File: config.mk
export PLATFORM = sky130hd
export DESIGN_NAME = accel_desc_port
export DESIGN_NICKNAME = d
export VERILOG_FILES = /design/src/rtl/desc_port_pkg.sv /design/src/rtl/desc_store.sv /design/src/rtl/fetch_ctrl.sv /design/src/rtl/window_dp.sv /design/src/rtl/accel_desc_port.sv
export SDC_FILE = /design/constraint.sdc
export NUM_CORES = 1
export LEC_CHECK = 0
export CAP_MARGIN = 20
export CORE_UTILIZATION = 55
export DETAILED_ROUTE_END_ITERATION = 12
export DONT_BUFFER_PORTS = 1
export PLACE_DENSITY = 0.77
export RECOVER_POWER = 50
export SLEW_MARGIN = 15
export SYNTH_ARGS = -nofsm -noshare
export SYNTH_HDL_FRONTEND = slang
export SYNTH_SLANG_ARGS = --single-unit
File: constraint.sdc
create_clock -name clk -period 5 [get_ports clk]
set_input_delay 1 -clock clk [delete_from_list [all_inputs] [get_ports clk]]
set_output_delay 1 -clock clk [all_outputs]
set_load 0.02 [all_outputs]
File: src/rtl/desc_port_pkg.sv
package desc_port_pkg;

  localparam int IDX_W   = 6;
  localparam int DATA_W  = 32;
  localparam int OFF_W   = 31;
  localparam logic [OFF_W-1:0] DESC_LEN = 31'h58;

  localparam logic [1:0] SEL_INDEX  = 2'd0;
  localparam logic [1:0] SEL_OFFSET = 2'd1;
  localparam logic [1:0] SEL_DATA   = 2'd2;

  typedef struct packed {
    logic loadData;   // fetch completes: capture word, set flag
    logic clearValid; // new fetch or abort: drop flag
  } strobe_t;

  function automatic logic [DATA_W-1:0] nameWord(input logic [IDX_W-1:0] idx,
                                                 input logic [2:0] slot);
    logic [7:0] tens;
    logic [7:0] ones;
    tens = 8'h30 + (8'(idx) / 8'd10);
    ones = 8'h30 + (8'(idx) % 8'd10);
    case (slot)
      3'd0:    nameWord = 32'h5F43_4341;
      3'd1:    nameWord = {16'h0000, ones, tens};
      default: nameWord = '0;
    endcase
  endfunction

  function automatic logic [DATA_W-1:0] descWord(input logic [IDX_W-1:0] idx,
                                                 input logic [4:0] wordNum);
    logic [DATA_W-1:0] w;
    w = '0;
    case (wordNum)
      5'd0:  w = 32'h0058_0100;
      5'd1, 5'd2, 5'd3, 5'd4, 5'd5, 5'd6:
             w = nameWord(idx, 3'(wordNum - 5'd1));
      5'd7:  w = {8'h02, 8'(idx), 2'b01, 2'b10, 4'h0, 8'h10};
      5'd8:  w = {16'(idx) + 16'd1, 13'h0, 3'd0};
      5'd9:  w = {26'h0, idx};
      5'd10: w = 32'h0001_0000;
      5'd12: w = {16'h0400, 13'h0, 3'd2};
      5'd13: w = 32'h0;
      5'd14: w = 32'h0000_1000;
      5'd15: w = 32'd20;
      default: w = '0;
    endcase
    return w;
  endfunction

endpackage

File: src/rtl/desc_store.sv
module desc_store
  import desc_port_pkg::*;
#(
  parameter logic [63:0] POP_MASK = 64'hFFFF_0000_FFFF_FFDB
) (
  input  logic [IDX_W-1:0]  idx,
  input  logic [OFF_W-1:0]  byteOff,
  output logic [DATA_W-1:0] word
);

  localparam int N_IDX = 1 << IDX_W;

  logic [N_IDX-1:0] populated;
  logic             inRange;

  genvar g;
  generate
    for (g = 0; g < N_IDX; g++) begin : g_pop
      assign populated[g] = POP_MASK[g];
    end
  endgenerate

  assign inRange = (byteOff < DESC_LEN) && (byteOff[1:0] == 2'b00);

  always_comb begin
    if (populated[idx] && inRange) word = descWord(idx, byteOff[6:2]);
    else                           word = '0;
  end

endmodule

File: src/rtl/fetch_ctrl.sv
module fetch_ctrl
  import desc_port_pkg::*;
#(
  parameter int FETCH_LAT = 4
) (
  input  logic    clk,
  input  logic    rstN,
  input  logic    offWr,
  input  logic    idxWr,
  output strobe_t strb
);

  localparam int CNT_W = $clog2(FETCH_LAT + 1);
  localparam logic [CNT_W-1:0] CNT_LOAD = CNT_W'(FETCH_LAT - 1);

  logic             pending;
  logic [CNT_W-1:0] cnt;

  always_comb begin
    strb.clearValid = offWr || idxWr;
    strb.loadData   = pending && (cnt == '0) && !offWr && !idxWr;
  end

  always_ff @(posedge clk) begin
    if (!rstN) begin
      pending <= 1'b0;
      cnt     <= '0;
    end else if (offWr) begin
      pending <= 1'b1;
      cnt     <= CNT_LOAD;
    end else if (idxWr) begin
      pending <= 1'b0;
      cnt     <= '0;
    end else if (strb.loadData) begin
      pending <= 1'b0;
    end else if (pending) begin
      cnt <= cnt - 1'b1;
    end
  end

endmodule

File: src/rtl/window_dp.sv
module window_dp
  import desc_port_pkg::*;
#(
  parameter logic [63:0] POP_MASK = 64'hFFFF_0000_FFFF_FFDB
) (
  input  logic              clk,
  input  logic              rstN,
  input  logic              offWr,
  input  logic              idxWr,
  input  logic [DATA_W-1:0] regWrData,
  input  logic [1:0]        regSel,
  input  strobe_t           strb,
  output logic [DATA_W-1:0] regRdData,
  output logic              validQ,
  output logic [OFF_W-1:0]  offsetQ,
  output logic [IDX_W-1:0]  indexQ
);

  logic [DATA_W-1:0] dataQ;
  logic [DATA_W-1:0] storeWord;

  desc_store #(.POP_MASK(POP_MASK)) u_store (
    .idx    (indexQ),
    .byteOff(offsetQ),
    .word   (storeWord)
  );

  always_ff @(posedge clk) begin
    if (!rstN) begin
      indexQ  <= '0;
      offsetQ <= '0;
      dataQ   <= '0;
      validQ  <= 1'b0;
    end else begin
      if (idxWr) indexQ <= regWrData[IDX_W-1:0];
      if (offWr) offsetQ <= regWrData[OFF_W-1:0];
      if (strb.clearValid)     validQ <= 1'b0;
      else if (strb.loadData)  validQ <= 1'b1;
      if (strb.loadData) dataQ <= storeWord;
    end
  end

  always_comb begin
    case (regSel)
      SEL_INDEX:  regRdData = {{(DATA_W-IDX_W){1'b0}}, indexQ};
      SEL_OFFSET: regRdData = {validQ, offsetQ};
      SEL_DATA:   regRdData = dataQ;
      default:    regRdData = '0;
    endcase
  end

endmodule

File: src/rtl/accel_desc_port.sv
module accel_desc_port
  import desc_port_pkg::*;
#(
  parameter int          FETCH_LAT = 4,
  parameter logic [63:0] POP_MASK  = 64'hFFFF_0000_FFFF_FFDB
) (
  input  logic        clk,
  input  logic        rstN,
  input  logic        regWrEn,
  input  logic [1:0]  regSel,
  input  logic [31:0] regWrData,
  output logic [31:0] regRdData
);

  strobe_t          strb;
  logic             offWr;
  logic             idxWr;
  logic             validQ;
  logic [OFF_W-1:0] offsetQ;
  logic [IDX_W-1:0] indexQ;

  assign offWr = regWrEn && (regSel == SEL_OFFSET) && !regWrData[31];
  assign idxWr = regWrEn && (regSel == SEL_INDEX);

  fetch_ctrl #(.FETCH_LAT(FETCH_LAT)) u_ctrl (
    .clk  (clk),
    .rstN (rstN),
    .offWr(offWr),
    .idxWr(idxWr),
    .strb (strb)
  );

  window_dp #(.POP_MASK(POP_MASK)) u_dp (
    .clk      (clk),
    .rstN     (rstN),
    .offWr    (offWr),
    .idxWr    (idxWr),
    .regWrData(regWrData),
    .regSel   (regSel),
    .strb     (strb),
    .regRdData(regRdData),
    .validQ   (validQ),
    .offsetQ  (offsetQ),
    .indexQ   (indexQ)
  );

endmodule

### After elaboration in Yosys (flattened, before gate mapping)

Memories as Yosys holds them, arrays and structs flattened. A register that Yosys moved wholly into a read port is not among the register bits.
Cells that the tools add are included.

| word-level totals | value |
|---|---|
| bits in registers | 74 |
| ROM bits | 64 |
| input bits | 37 |
| output and inout port bits | 32 |
| logic and storage cells | 74 |
| memories | 1 |

Memories:

| memory | depth | width | rd ports | clocked after memory_dff | write ports | line | RTL |
|---|---|---|---|---|---|---|---|
| (name not given) | 64 | 1 | 1 | 1 | 0 | desc_store.sv:26 | `if (populated[idx] && inRange) word = descWord(idx, byteOff[6:2]);` |

| cells by class | value |
|---|---|
| add/sub/neg operators | 5 |
| divide/modulo/power cells | 2 |
| $lt $le $gt $ge | 2 |
| equal/unequal tests | 17 |
| muxes and demuxes | 14 |
| bitwise operators | 2 |
| reduce and logical (&&, ||, !) cells | 24 |

Operators by type and width:

| operator | number |
|---|---|
| 31-bit case mux with 9 select lines | 1 |
| 32-bit case mux with 3 select lines | 1 |
| 31-bit case mux with 2 select lines | 1 |
| 32-bit 2-to-1 mux | 1 |
| 31-bit by 7-bit < comparator with 1-bit output, second input constant | 1 |
| 5-bit by 4-bit equality test with 1-bit output, second input constant | 6 |
| 5-bit by 3-bit equality test with 1-bit output, second input constant | 4 |
| 6-bit by 8-bit adder with 8-bit output, first input constant | 2 |
| 6-bit 2-to-1 mux | 2 |
| 5-bit by 2-bit equality test with 1-bit output, second input constant | 2 |
| 6-bit by 4-bit divider with 8-bit output, second input constant | 1 |
| 1-bit logical AND | 8 |
| 6-bit by 4-bit remainder unit with 8-bit output, second input constant | 1 |
| 2-bit 2-to-1 mux | 4 |
| 6-bit by 1-bit adder with 7-bit output, second input constant | 1 |
| 6-bit by 7-bit < comparator with 1-bit output, second input constant | 1 |
| 3-bit logical NOT | 2 |
| 3-bit nonzero test | 2 |
| 6-bit OR reduction | 1 |
| 3-bit by 1-bit subtractor with 3-bit output, second input constant | 2 |
| 5-bit by 1-bit equality test with 1-bit output, second input constant | 1 |
| 5-bit logical NOT | 1 |
| 2-bit logical NOT | 2 |
| 1-bit 2-to-1 mux | 4 |
| other kinds (10) | 14 |

### Longest topological paths before layout

Gate-level depths: netlist of the first run.

| logic depth | value |
|---|---|
| word-level depth | 9 |
| depth in mapped cells | 9 |

### Hierarchy

A second synthesis of the first run with hierarchy kept.

| unflattened totals | value |
|---|---|
| cell total of the unflattened synthesis | 489 |
| area, all modules | 4,386.7 um^2 |

By module, submodules not included:

| module | times used | cells an instance | area an instance (um^2) | seq. area each (um^2) |
|---|---|---|---|---|
| window_dp | 1 | 274 | 3,044.2 | 1,401.3 |
| desc_store | 1 | 184 | 1,086.0 | 0.0 |
| fetch_ctrl | 1 | 29 | 236.5 | 80.1 |
| accel_desc_port | 1 | 2 | 20.0 | 0.0 |

### Least setup slack after synthesis of the first run

OpenSTA, ideal clock, no wires.

| timing | value |
|---|---|
| path kind | input to output |
| start point | input regSel[0] |
| end point | output regRdData[24] |
| arrival time | 2,105 ps |
| slack | 1,895 ps |
| stages | 6 |
| cells stage by stage | buf_2 nor2b_1 clkbuf_1 clkbuf_1 nand2_1 nand2_1 |

| between the ends | value |
|---|---|
| word-level cells in the longest chain between the ends | 2 |
| elaborated cells on any way between the ends | 4 |

Ends and longest elaborated chain:

| element | line | RTL |
|---|---|---|
| start, declared | accel_desc_port.sv:10 | `input logic [1:0] regSel,` |
| 2-bit equality test (tied with other cells) | window_dp.sv:44 | `case (regSel)` |
| 32-bit case mux with 3 select lines (*) | window_dp.sv:44 |  |
| end, declared | accel_desc_port.sv:12 | `output logic [31:0] regRdData` |

Mark *: on every way between the ends. The rest lies on a longest branch, timed or not.

### Final worst setup path of the first run

| timing | value |
|---|---|
| start point | input regSel[1] |
| end point | register u_dp.dataQ[1] |

| between the ends | value |
|---|---|
| word-level cells in the longest chain between the ends | 6 |
| elaborated cells on any way between the ends | 9 |

Ends and longest elaborated chain:

| element | line | RTL |
|---|---|---|
| 2-bit by 1-bit equality test with 1-bit output | accel_desc_port.sv:22 | `assign offWr = regWrEn && (regSel == SEL_OFFSET) && !regWrData[31];` |
| 1-bit logical AND (2 in a row) | accel_desc_port.sv:22 |  |
| 1-bit logical NOT | fetch_ctrl.sv:21 | `strb.loadData = pending && (cnt == '0) && !offWr && !idxWr;` |
| 1-bit logical AND | fetch_ctrl.sv:21 |  |
| 1-bit logical AND (*) | fetch_ctrl.sv:21 |  |
| end signal, assigned | window_dp.sv:39 | `if (strb.loadData) dataQ <= storeWord;` |
| end, declared | window_dp.sv:19 | `logic [DATA_W-1:0] dataQ;` |

Marks and branches as above.
A chain may end at the register's enable or synchronous reset.

==> impl_metrics.py, run 1 <==
metrics = {
    "setup_path": {
        "worstPathArrival_ns": 3.72,
        "worstRegToRegCells": 9,
        "critPathLaunch": "regSel[1]",
        "end_kind": "register",
        "worstSetupPathType": "input pin to register",
        "reg2reg_setup_slack_ns": 1.62,
        "r2r_start": "u_dp.indexQ[4]$_SDFFE_PN0P_",
        "cp_max_fo": 25,
        "start_kind": "input pin",
        "crit_required_ns": 5.27,
        "r2r_end": "u_dp.dataQ[9]$_SDFFE_PN0P_",
    },
    "sta": {
        "slew_headroom_pct": 7.41,
        "hold_slack_ns": 0.455,
        "worst_pin_slew_ns": 1.39,
        "finalCritPeriodShare_pct": 69.1,
        "rsz0062_at_grt": "no",
        "finalClockSkew_ns": 0.00831,
        "finalWorstSetupSlack_ns": 1.55,
        "finalSetupViolCount": 0,
        "fin_tns_setup_ns": 0,
        "fin_crit_ns": 3.45,
        "finalHoldViolCount": 0,
        "final-max-slew-violation-count": 0,
        "fmax_mhz": 290,
    },
    "placement": {
        "dp_hpwl_um": 6710,
        "dp_slack_ns": 1.79,
        "port_buffers": 0,
        "place_congestion": 0.952,
    },
    "yosys": {
        "synthesis.area_um2": 3690,
        "synth_area_leader_cell": "dfxtp_1",
        "synth_area_leaders": "dfxtp_1 (36%), nand2_1 (10%), a21oi_1 (7.2%), a22o_1 (4.0%), o21ai_0 (3.8%)",
        "synth_edf_count": 0,
        "synthTopCellsByCount": "nand2_1 (103), dfxtp_1 (67), a21oi_1 (53)",
        "ys_ff_latch": 67,
        "synth.avg_cell_area_um2": 7.58,
        "synth_top_area_share_pct": 36.3,
        "synthCells": 487,
        "yosysWarnings": 0,
        "ys.flop_type": "dfxtp_1",
        "yosysMostFrequentCell": "nand2_1",
        "ys_async_sr_fraction_pct": 0,
        "synth_cell_type_count": 63,
        "synthesis.nets": 531,
        "seq_area_frac_synth_pct": 36.3,
    },
    "min_path": {
        "min_path_type": "register to register",
        "holdPathEnd": "u_dp.dataQ[11]$_SDFFE_PN0P_",
        "min_path_cells": 2,
        "hold_path_startpoint": "u_dp.dataQ[11]$_SDFFE_PN0P_",
    },
    "finish": {
        "nFillCells": 610,
        "multi_input_area_um2": 2090,
        "regArea_um2": 1340,
        "area_delta_synth_final_pct": 3.15,
        "nets": 507,
        "diodes": 0,
        "layout-drive-gt1-share_pct": 5.35,
    },
    "global_routing": {
        "grtUsageMet1_pct": 35.7,
        "gr-usage-all-layers_pct": 28.0,
        "grt_use_met3_pct": 8.41,
        "grt_overflow": 0,
        "antenna_found_initial": 0,
        "busiest_layer": "met2",
        "grt_pass1_vias": 3135,
        "use_met2_pct": 44.3,
        "grt_pass1_wl_um": 15500,
        "grt_max_degree": 61,
    },
    "drt": {
        "routed_via_density": 6.29,
        "drc_errors": 8,
        "post_drt_wl_per_cell_um": 17.8,
        "drt_iter0_drc": 333,
        "first_pass_iters": 9,
        "vias": 3421,
        "ant_nets": 0,
        "wl_um": 9680,
    },
    "outcome": {
        "violations": "DRC",
        "status": "complete, but fails checks",
    },
    "pwr": {
        "p_per_area_nw_per_um2": 289,
        "totalPowerFinal_mw": 1.10,
        "vdd_drop_max_mv": 0.287,
        "seq_power_share_pct": 50.8,
        "combPwrFrac_pct": 7.5,
        "power_switching_mw": 0.274,
        "p_leak_nw": 1.31,
        "switching_share_pct": 25.0,
        "internal_power_mw": 0.825,
        "p_clk_share_pct": 41.7,
    },
    "clocking": {
        "insertion_delay_ns": 0.35,
        "cts_resized": 0,
        "cts_max_level": 3,
        "cts.sinks": 67,
        "cts_made_buffers": 9,
        "cts_tree": "yes",
        "ctsHoldBuffers": 0,
        "cts_buffer_depth": 2,
        "path_clk_slew_ns": 0.07,
        "post_cts_buffers": 0,
        "cts-root-buf": "clkbuf_8",
    },
    "floorplan": {
        "die-area_um2": 7040,
        "core_um2": 6420,
        "die_x_um": 83.9,
        "io_pins": 69,
        "die-height_um": 83.9,
        "start_util_pct": 57.5,
        "row_count": 29,
    },
    "job": {
        "drv_cap": 0,
    },
}
[cells by family after synthesis]
logic type	Yosys count	share of synthesized area (%)
buf+inv	51	6.03
simple gates	207	27.3
xor+xnor	4	0.949
fa+ha+maj	7	2.37
mux	13	3.56
compound gates	138	23.5
flops	67	36.3
[stage by stage]
stage          cells  utilization [%]  area, µm²
6_report         544             59.3       3810
4_1_cts          543             59.8       3840
2_1_floorplan    487                -       3690
3_3_place_gp     528             56.6       3640
5_1_grt          544             59.3       3810
3_5_place_dp     528             56.6       3640
[how the worst max path moves through the flow]
stage	endpoint	cells past startpoint	slack, ns
finish	u_dp.dataQ[1]$_SDFFE_PN0P_	8	1.55
global route	u_dp.dataQ[2]$_SDFFE_PN0P_	8	1.32
CTS	u_dp.dataQ[9]$_SDFFE_PN0P_	9	1.75
detailed placement	u_dp.dataQ[9]$_SDFFE_PN0P_	9	1.79
global placement	u_dp.offsetQ[4]$_SDFFE_PN0P_	4	1.88
floorplan	regRdData[24]	6	1.90
[layout by cell type, fill, tap and decap left out, drive strengths merged, types with 10 or more instances in the layout]
master,synthesis,final
mux2i,12,12
dfxtp,67,67
a22oi,10,10
o21ai,30,30
nor4,11,11
a22o,17,17
nor2,31,31
a21oi,54,54
nand2,104,104
clkbuf,22,13
nand3,15,15
[routing by layer]
layer  wire, µm  vias up  part of all wire [%]
met3        730       23                   7.5
met4        264        0                   2.7
li1           -     1668                     -
met5          0        -                     0
met1       4180     1606                    43
met2       4500      124                    47
[final cells by class]
cell class	instances	area share, %
Inverter	11	1.08
Clock inverter	4	1.31
Sequential cell	67	35.2
Tap cell	77	2.53
Clock buffer	11	3.98
Timing Repair Buffer	5	0.986
Multi-Input combinational cell	369	54.9
[power by group through the flow]
stage                     logic [mW]  clock network [mW]  registers (mW)
final                         0.0826               0.458           0.558
after global routing          0.0917               0.487           0.559
after CTS                     0.0849               0.464           0.557
after detailed placement      0.0846                   0           0.570
after global placement        0.0826                   0           0.569
after floorplan               0.0784                   0           0.559
[worst max-delay path: stages]
cell and delay [ns]:
nand2b_1 0.13, a21o_2 0.11, nand2_1 0.49, nor4_1 0.52, clkbuf_1 0.69, nand2_1 0.21
or3_1 0.39, a31oi_1 0.17
[flip-flops by register name, summed over array words and instances (netlist names), named ones only]
| signal | flops |
|---|---|
| u_dp.indexQ | 6 |
| u_ctrl.cnt | 3 |
| u_dp.dataQ | 24 |
| u_dp.offsetQ | 31 |
| u_ctrl.pending | 1 |
| u_dp.validQ | 1 |
(Power assumes the default switching activity.)
==> run 2, diff against run 1 <==
- ABC_AREA: not set -> 1
- PLACE_DENSITY: 0.77 -> 0.8
- clock period: 5 -> 2.9 ns (I/O delays scaled with it)
==> run 2 against run 1 <==
  * The flow still finishes with violations (DRC)
  * Sequential power rose by 73%
  * Via count rose by 7.1%
  * Routed wire length rose by 6.2%
  * Largest power group unchanged
==> impl_metrics.py, run 2 <==
metrics = {
    "min_path": {
        "min_path_type": "input pin to register",
        "min_path_cells": 2,
        "hold_path_startpoint": "rstN",
        "holdPathEnd": "u_dp.offsetQ[5]$_SDFFE_PN0P_",
    },
    "floorplan": {
        "die-height_um": 84.6,
        "start_util_pct": 58.2,
        "die_x_um": 84.6,
        "io_pins": 69,
        "die-area_um2": 7160,
        "core_um2": 6460,
        "row_count": 29,
    },
    "drt": {
        "ant_nets": 0,
        "routed_via_density": 5.83,
        "drt_iter0_drc": 281,
        "drc_errors": 1,
        "wl_um": 10300,
        "post_drt_wl_per_cell_um": 16.3,
        "first_pass_iters": 10,
        "vias": 3665,
    },
    "yosys": {
        "synthTopCellsByCount": "nand2_1 (103), o21ai_0 (69), dfxtp_1 (67)",
        "yosysWarnings": 0,
        "ys_async_sr_fraction_pct": 0,
        "synth_edf_count": 0,
        "ys_ff_latch": 67,
        "synth_area_leaders": "dfxtp_1 (36%), nand2_1 (10%), o21ai_0 (9.2%), a21oi_1 (8.7%), inv_1 (6.0%)",
        "synth_top_area_share_pct": 35.7,
        "synth.avg_cell_area_um2": 6.83,
        "synthesis.area_um2": 3760,
        "synthesis.nets": 594,
        "yosysMostFrequentCell": "nand2_1",
        "synth_cell_type_count": 46,
        "ys.flop_type": "dfxtp_1",
        "synth_area_leader_cell": "dfxtp_1",
        "seq_area_frac_synth_pct": 35.7,
        "synthCells": 550,
    },
    "clocking": {
        "cts-root-buf": "clkbuf_8",
        "path_clk_slew_ns": 0.08,
        "ctsHoldBuffers": 0,
        "cts_resized": 0,
        "cts_made_buffers": 9,
        "post_cts_buffers": 0,
        "insertion_delay_ns": 0.34,
        "cts_buffer_depth": 2,
        "cts_max_level": 3,
        "cts_tree": "yes",
        "cts.sinks": 67,
    },
    "sta": {
        "finalSetupViolCount": 0,
        "finalCritPeriodShare_pct": 89.5,
        "finalHoldViolCount": 0,
        "finalWorstSetupSlack_ns": 0.305,
        "fin_crit_ns": 2.60,
        "fin_tns_setup_ns": 0,
        "rsz0062_at_grt": "no",
        "slew_headroom_pct": 45.8,
        "worst_pin_slew_ns": 0.808,
        "finalClockSkew_ns": 0.0112,
        "final-max-slew-violation-count": 0,
        "hold_slack_ns": 0.370,
        "fmax_mhz": 385,
    },
    "global_routing": {
        "use_met2_pct": 46.6,
        "antenna_found_initial": 0,
        "grt_use_met3_pct": 5.51,
        "busiest_layer": "met2",
        "grt_pass1_vias": 3367,
        "grt_overflow": 0,
        "grt_max_degree": 46,
        "gr-usage-all-layers_pct": 29.4,
        "grt_pass1_wl_um": 16800,
        "grtUsageMet1_pct": 40.9,
    },
    "placement": {
        "place_congestion": 0.910,
        "port_buffers": 0,
        "dp_hpwl_um": 7710,
        "dp_slack_ns": 0.503,
    },
    "finish": {
        "layout-drive-gt1-share_pct": 10.3,
        "reg_top3": "u_dp.offsetQ x31, u_dp.dataQ x24, u_dp.indexQ x6",
        "diodes": 0,
        "layout_common_cells": "nand2_1 (105), o21ai_0 (70), dfxtp_1 (67)",
        "regMostFlops": "u_dp.offsetQ",
        "final_common_cell": "nand2_1",
        "largest_register_ffs": 31,
        "area_delta_synth_final_pct": 7.10,
        "nets": 591,
    },
    "pwr": {
        "totalPowerFinal_mw": 2.09,
        "combPwrFrac_pct": 11.9,
        "vdd_drop_max_mv": 0.318,
        "seq_power_share_pct": 46.2,
        "p_clk_share_pct": 41.9,
        "power_switching_mw": 0.580,
        "p_leak_nw": 1.61,
        "internal_power_mw": 1.51,
        "switching_share_pct": 27.8,
        "p_per_area_nw_per_um2": 519,
    },
    "setup_path": {
        "start_kind": "register",
        "crit_required_ns": 3.15,
        "worstRegToRegCells": 11,
        "path_delay_family": "simple AND/OR/NAND/NOR gates",
        "worstPathArrival_ns": 2.85,
        "r2r_end": "u_dp.dataQ[14]$_SDFFE_PN0P_",
        "end_kind": "register",
        "r2r_start": "u_dp.offsetQ[6]$_SDFFE_PN0P_",
        "worstPathCellList": "inv_1 > nand2_1 > nor3_1 > nor2_1 > nand4_1 > nand2_1 > inv_1 > o21ai_0 > nand2_1 > inv_1 > a21oi_1",
        "reg2reg_setup_slack_ns": 0.30,
        "worstSetupPathType": "register to register",
        "slowest_delay_ns": 0.60,
        "cp_max_fo": 14,
        "slowest_stage": "nor3_1",
        "cp.buffers_inverters": 3,
    },
    "job": {
        "drv_cap": 0,
    },
    "outcome": {
        "status": "complete, but fails checks",
        "violations": "DRC",
    },
}
run 2: changes by cell type after synthesis, moves of 9 or more:
| cell | previous run | this run |
|---|---|---|
| nand3_1 | 15 | 24 |
| buf_2 | 13 | 1 |
| mux2i_1 | 12 | 0 |
| inv_2 | 1 | 12 |
| a22o_1 | 17 | 3 |
| a22oi_1 | 10 | 0 |
| nor4_1 | 9 | 0 |
| nand4_1 | 3 | 12 |
| a21oi_1 | 53 | 65 |
| nor2_1 | 30 | 39 |
| inv_1 | 8 | 60 |
| o21ai_0 | 28 | 69 |
run 2: metrics by stage:
stage	instances	cell area, µm²	util [%]
floorplan	550	3760	-
global placement	613	3830	59.3
detailed placement	613	3830	59.3
CTS	629	4050	62.7
global route	629	4020	62.3
finish	629	4020	62.3
run 2: worst max-delay path by stage:
stage | start | end | slack [ns] | cells past startpoint
after detailed placement | regSel[1] | u_dp.offsetQ[1]$_SDFFE_PN0P_ | 0.50 | 7
after CTS | regSel[1] | regRdData[20] | 0.56 | 4
after global placement | regSel[1] | regRdData[18] | 0.57 | 4
final | u_dp.offsetQ[6]$_SDFFE_PN0P_ | u_dp.dataQ[14]$_SDFFE_PN0P_ | 0.30 | 11
after global routing | u_dp.offsetQ[6]$_SDFFE_PN0P_ | u_dp.dataQ[14]$_SDFFE_PN0P_ | 0.21 | 11
after floorplan | regSel[1] | regRdData[24] | 0.86 | 4
run 2: routing by layer:
metal / wire, µm / up-vias / share of wire (%)
met5: 0 / - / 0
met4: 80 / 0 / 0.78
met3: 706 / 9 / 6.9
met2: 4770 / 122 / 46
met1: 4720 / 1709 / 46
li1: - / 1825 / -
run 2: kinds of logic after synthesis:
| kind of cell | Yosys count | share of synthesized area (%) |
|---|---|---|
| AOI/OAI and AO/OA | 161 | 23.6 |
| buffers and inverters | 99 | 10.4 |
| and+or+nand+nor | 214 | 27.5 |
| xor gates and xnor gates | 2 | 0.466 |
| adders and majority gates | 7 | 2.33 |
| DFF | 67 | 35.7 |
run 2: area by class of cell:
type / count / area, µm²
fillers: 623 / 2440
inverters: 76 / 288
clock inverters: 7 / 98.8
repair buffers: 9 / 80.1
clock buffers: 9 / 124
multi-input cells: 384 / 1990
flip-flops and latches: 67 / 1340
well taps: 77 / 96.3
run 2: power groups by stage:
stage | registers (mW) | logic, mW | clock network (mW)
floorplan | 0.976 | 0.205 | 0
global placement | 0.985 | 0.241 | 0
detailed placement | 0.986 | 0.248 | 0
CTS | 0.964 | 0.249 | 0.882
global route | 0.967 | 0.277 | 0.917
finish | 0.964 | 0.249 | 0.876
